===== src/rtl/crc16_pkg.sv =====
package crc16_pkg;

    localparam int CRC_W = 16;
    // Generator taps below x^16 (x^15 + x^2 + 1); the x^16 term is implicit
    localparam logic [CRC_W-1:0] CRC_POLY = 16'h8005;

    typedef logic [CRC_W-1:0] crc_t;

    typedef enum logic [1:0] {
        ACT_HOLD  = 2'd0,
        ACT_ZERO  = 2'd1,
        ACT_SHIFT = 2'd2,
        ACT_SEED  = 2'd3
    } crc_act_e;

    typedef struct packed {
        logic clr;
        logic start;
        logic valid;
        logic bit_in;
    } crc_req_t;

    // Priority: clear, then start, then valid
    function automatic crc_act_e crc_decide(input crc_req_t q);
        crc_act_e a;
        if (q.clr)
            a = ACT_ZERO;
        else if (q.start)
            a = q.valid ? ACT_SEED : ACT_ZERO;
        else
            a = q.valid ? ACT_SHIFT : ACT_HOLD;
        return a;
    endfunction

endpackage


===== src/rtl/crc16_step.sv =====
module crc16_step #(
    parameter int                W    = crc16_pkg::CRC_W,
    parameter logic [W-1:0]      POLY = crc16_pkg::CRC_POLY
) (
    input  logic [W-1:0] cur,
    input  logic         bit_in,
    output logic [W-1:0] nxt
);
    logic fb;
    assign fb = bit_in ^ cur[W-1];

    for (genvar i = 0; i < W; i++) begin : g_tap
        if (i == 0) begin : g_lsb
            assign nxt[i] = fb & POLY[i];
        end else begin : g_mid
            assign nxt[i] = cur[i-1] ^ (fb & POLY[i]);
        end
    end
endmodule


===== src/rtl/crc16_state.sv =====
module crc16_state
    import crc16_pkg::*;
#(
    parameter int           W    = CRC_W,
    parameter logic [W-1:0] POLY = CRC_POLY
) (
    input  logic         clk,
    input  logic         rst,
    input  crc_req_t     req,
    output logic [W-1:0] state
);
    crc_act_e     act;
    logic [W-1:0] src;
    logic [W-1:0] stepped;

    assign act = crc_decide(req);
    assign src = (act == ACT_SEED) ? '0 : state;

    crc16_step #(.W(W), .POLY(POLY)) u_step (
        .cur    (src),
        .bit_in (req.bit_in),
        .nxt    (stepped)
    );

    always_ff @(posedge clk) begin
        if (rst) begin
            state <= '0;
        end else begin
            unique case (act)
                ACT_ZERO:  state <= '0;
                ACT_SHIFT: state <= stepped;
                ACT_SEED:  state <= stepped;
                default:   state <= state;
            endcase
        end
    end
endmodule


===== src/rtl/crc16_outmap.sv =====
module crc16_outmap #(
    parameter int W = crc16_pkg::CRC_W
) (
    input  logic [W-1:0] state,
    output logic [W-1:0] word,
    output logic         is_zero
);
    for (genvar i = 0; i < W; i++) begin : g_rev
        assign word[i] = state[W-1-i];
    end
    assign is_zero = ~|state;
endmodule


===== src/rtl/crc16_serial.sv =====
module crc16_serial
    import crc16_pkg::*;
(
    input  logic        clk,
    input  logic        rst,
    input  logic        clear,
    input  logic        start,
    input  logic        din_valid,
    input  logic        din,
    output logic [15:0] crc_word,
    output logic        crc_zero
);
    crc_req_t req;
    crc_t     rem_q;

    assign req = '{clr: clear, start: start, valid: din_valid, bit_in: din};

    crc16_state #(.W(CRC_W), .POLY(CRC_POLY)) u_state (
        .clk   (clk),
        .rst   (rst),
        .req   (req),
        .state (rem_q)
    );

    crc16_outmap #(.W(CRC_W)) u_out (
        .state   (rem_q),
        .word    (crc_word),
        .is_zero (crc_zero)
    );
endmodule


===== config.mk =====
export PLATFORM = sky130hd
export DESIGN_NAME = crc16_serial
export DESIGN_NICKNAME = d
export VERILOG_FILES = /design/src/rtl/crc16_pkg.sv /design/src/rtl/crc16_step.sv /design/src/rtl/crc16_state.sv /design/src/rtl/crc16_outmap.sv /design/src/rtl/crc16_serial.sv
export SDC_FILE = /design/constraint.sdc
export NUM_CORES = 1
export LEC_CHECK = 0
export BUFFER_PORTS_ARGS = -buffer_cell sky130_fd_sc_hd__buf_2
export CAP_MARGIN = 20
export CORE_AREA = 10 10 52 63
export DETAILED_ROUTE_END_ITERATION = 12
export DIE_AREA = 0 0 62 73
export SYNTH_ARGS = -nofsm -noshare
export SYNTH_HDL_FRONTEND = slang
export SYNTH_SLANG_ARGS = --single-unit

===== constraint.sdc =====
create_clock -name clk -period 1.15 [get_ports clk]
set_clock_uncertainty 0.05 [all_clocks]
set_input_delay 0.0575 -clock clk [delete_from_list [all_inputs] [get_ports clk]]
set_output_delay 0.0575 -clock clk [all_outputs]
set_load 0.02 [all_outputs]

==> results.yml <==
run_status:
  status: "complete, but fails checks"
  violations: "negative setup slack"
timing:
  hold_violations: 0
  whs_ns: 0.01318
  max_freq_ghz: 0.7261
  fin_crit_ns: 1.377
  slew_viol_final: 0
  worstMarginPinSlew_ns: 0.2257
  post-route-period-util_pct: 119.8
  setup_tns_ns: -0.2435
  setup_viol: 2
  worst_slack_ns: -0.2273
  slew_headroom_pct: 84.83
  rsz0062_at_grt: "yes"
clock_network:
  cts_buffers: 3
  cts_root_buf: "clkbuf_4"
  clk_latency_ns: 0.28
  htree_levels: 1
  cts_tree: "built"
  cts.path.max_buffers: 2
  clk_pin_slew_worst_paths_ns: 0.10
  clkSinkCount: 16
setup_path:
  slowest_stage: "dfxtp_2"
  arrival_ns: 1.27
  cp_max_fo: 2
  critPathMaxStageDelay_ns: 0.34
  worstPathCellList: "nor4_2 > and4_1 > buf_6"
  critPathRequiredTime_ns: 1.04
  cp_top_family: "simple AND/OR/NAND/NOR gates"
  critPathLaunchType: "flip-flop"
  crit_buf_inv: 1
  path_class: "reg -> out"
  end_kind: "output pin"
cells_and_area:
  finish.instance_area_mm2: 0.001052
  top_register: "u_state.state"
  num_antenna_cells: 0
  multiInputGateArea_um2: 395.4
  nNetsFinal: 116
  regArea_um2: 331.6
  fill_cells: 208
  area_delta_synth_final_pct: 49.38
  finish.utilization_pct: 48.64
  largest_reg_flops: 16
  drive_above_1_share_pct: 48.62
  final_cell_count_no_fill: 140
  reg_top3: "u_state.state: 16 flops"
yosys:
  syn-mean-instance-area_um2: 9.921
  yosysUniqueCellTypes: 22
  yosysTopAreaCell: "dfxtp_1"
  synth_area_um2: 704.4
  syn_nets: 77
  synth_ff_type: "dfxtp_1"
  yosysMostFrequentCell: "dfxtp_1"
  synthTopCellsByArea: "dfxtp_1 45%, mux2i_1 18%, nor2_1 8.0%, nor4_1 3.6%, xnor2_1 2.5%"
  yosysTopAreaCellShare_pct: 45.47
  synth_cells: 71
  synth_edf_count: 0
  ys_warn_count: 0
  yosys_register_bits: 16
  synthTopCellsByCount: "16 x dfxtp_1, 15 x nor2_1, 13 x mux2i_1"
  yosysSeqAreaShare_pct: 45.47
  async_flop_share_pct: 0
power_and_ir_drop:
  power_density_mw_per_mm2: 988.9
  power_mw: 1.041
  max-vdd-ir-drop_mv: 0.6131
  p_leak_nw: 0.4798
placed_design:
  io_buffers: 22
  globalplace.congestion: 0.7649
  post_dp_cell_area_um2: 889.6
  dpl_worst_slack_ns: 0.03302
  post-dp-hpwl_um: 1392
  dp.cells: 130
grt:
  grt_overflow_total: 0
  antenna_found_initial: 0
  grt_pass1_vias: 683
  grt_pass1_wl_um: 3153
  grt_max_degree: 14
  grt_usage_pct: 9.237
die:
  core_mm2: 0.002163
  initial_utilization_pct: 32.56
  die_w_um: 62
  die_height_um: 73
  die-area_mm2: 0.004526
  io_pins: 23
  core.rowCount: 19
worst_hold_path:
  hp-class: "in -> reg"
drt:
  routedWlPerCell_um: 13.78
  antenna_left: 0
  drc: 0
  vias_per_cell: 4.707
  drtIter0Drc: 22
  drt_wl_total_um: 1929
  drtPass1Iterations: 4
  vias: 659
job:
  cap_violations: 0
## where the power goes
part           internal [mW]  switching [mW]
Combinational         0.0562          0.0575
Sequential             0.556         0.00614
Clock                  0.192           0.172
## kinds of logic after synthesis
group / Yosys count / synth area share (%)
buffers and inverters: 3 / 4.795
AND/OR/NAND/NOR: 29 / 20.96
flip-flops: 16 / 45.47
multiplexers: 13 / 18.47
AO/OA/AOI/OAI: 8 / 7.815
XOR/XNOR: 2 / 2.487
## layout make-up
class	count	area share, %
timing repair buffer	37	23.78
multi-input combinational	52	37.57
tap	31	3.686
clock buffer	4	3.448
sequential	16	31.51
## per-layer routing
layer	track usage, %	share of wire [%]
met1	9.552	42
met2	15.98	54
met3	1.916	2.3
met4	5.970	1.8
met5	0	0
## worst reg2reg max path, stage by stage (launching register included)
cell	delay, ns
dfxtp_2	0.34
buf_6	0.11
buf_6	0.11
nand4bb_1	0.09
o22ai_1	0.08
o31a_1	0.28
## worst paths after layout
kind | startpoint | to | slack (ns) | cells after the start
setup / recovery | u_state.state[14]$_SDFFE_PP0P_ | crc_zero | -0.23 | 3
hold / removal | rst | u_state.state[15]$_SDFFE_PP0P_ | 0.01 | 3
setup reg to reg | u_state.state[14]$_SDFFE_PP0P_ | u_state.state[15]$_SDFFE_PP0P_ | -0.02 | 5
hold reg to reg | u_state.state[4]$_SDFFE_PP0P_ | u_state.state[4]$_SDFFE_PP0P_ | 0.51 | 2
## layout by cell type (no fill, tap or decap)
| master | instances |
|---|---|
| buf_6 | 4 |
| nand2b_1 | 1 |
| nor3_1 | 3 |
| xnor2_2 | 1 |
| or3_4 | 1 |
| nand2_1 | 2 |
| dfxtp_4 | 1 |
| o31a_1 | 1 |
| and4_1 | 1 |
| clkbuf_4 | 3 |
| a21boi_1 | 1 |
| dfxtp_1 | 9 |
| dlygate4sd3_1 | 3 |
| nor2_2 | 1 |
| nor2_1 | 15 |
| o21a_1 | 2 |
| nor4_4 | 1 |
| nand4bb_1 | 1 |
| a22oi_1 | 1 |
| buf_2 | 20 |
| o22ai_1 | 1 |
| a21oi_2 | 1 |
| mux2i_1 | 13 |
| nor4_2 | 3 |
| clkbuf_8 | 1 |
| dfxtp_2 | 6 |
| buf_4 | 10 |
| o21ai_1 | 1 |
| xnor2_1 | 1 |
## repair_timing
item                                   4_1_cts  5_1_grt
endpoints found under the hold margin        1        0
setup endpoints to repair                    1        4
pin swaps                                    4        5
hold buffers                                 3        0
setup buffers                                3        0
gates resized for setup                     10        9
Power figures use the tool's default switching activity.
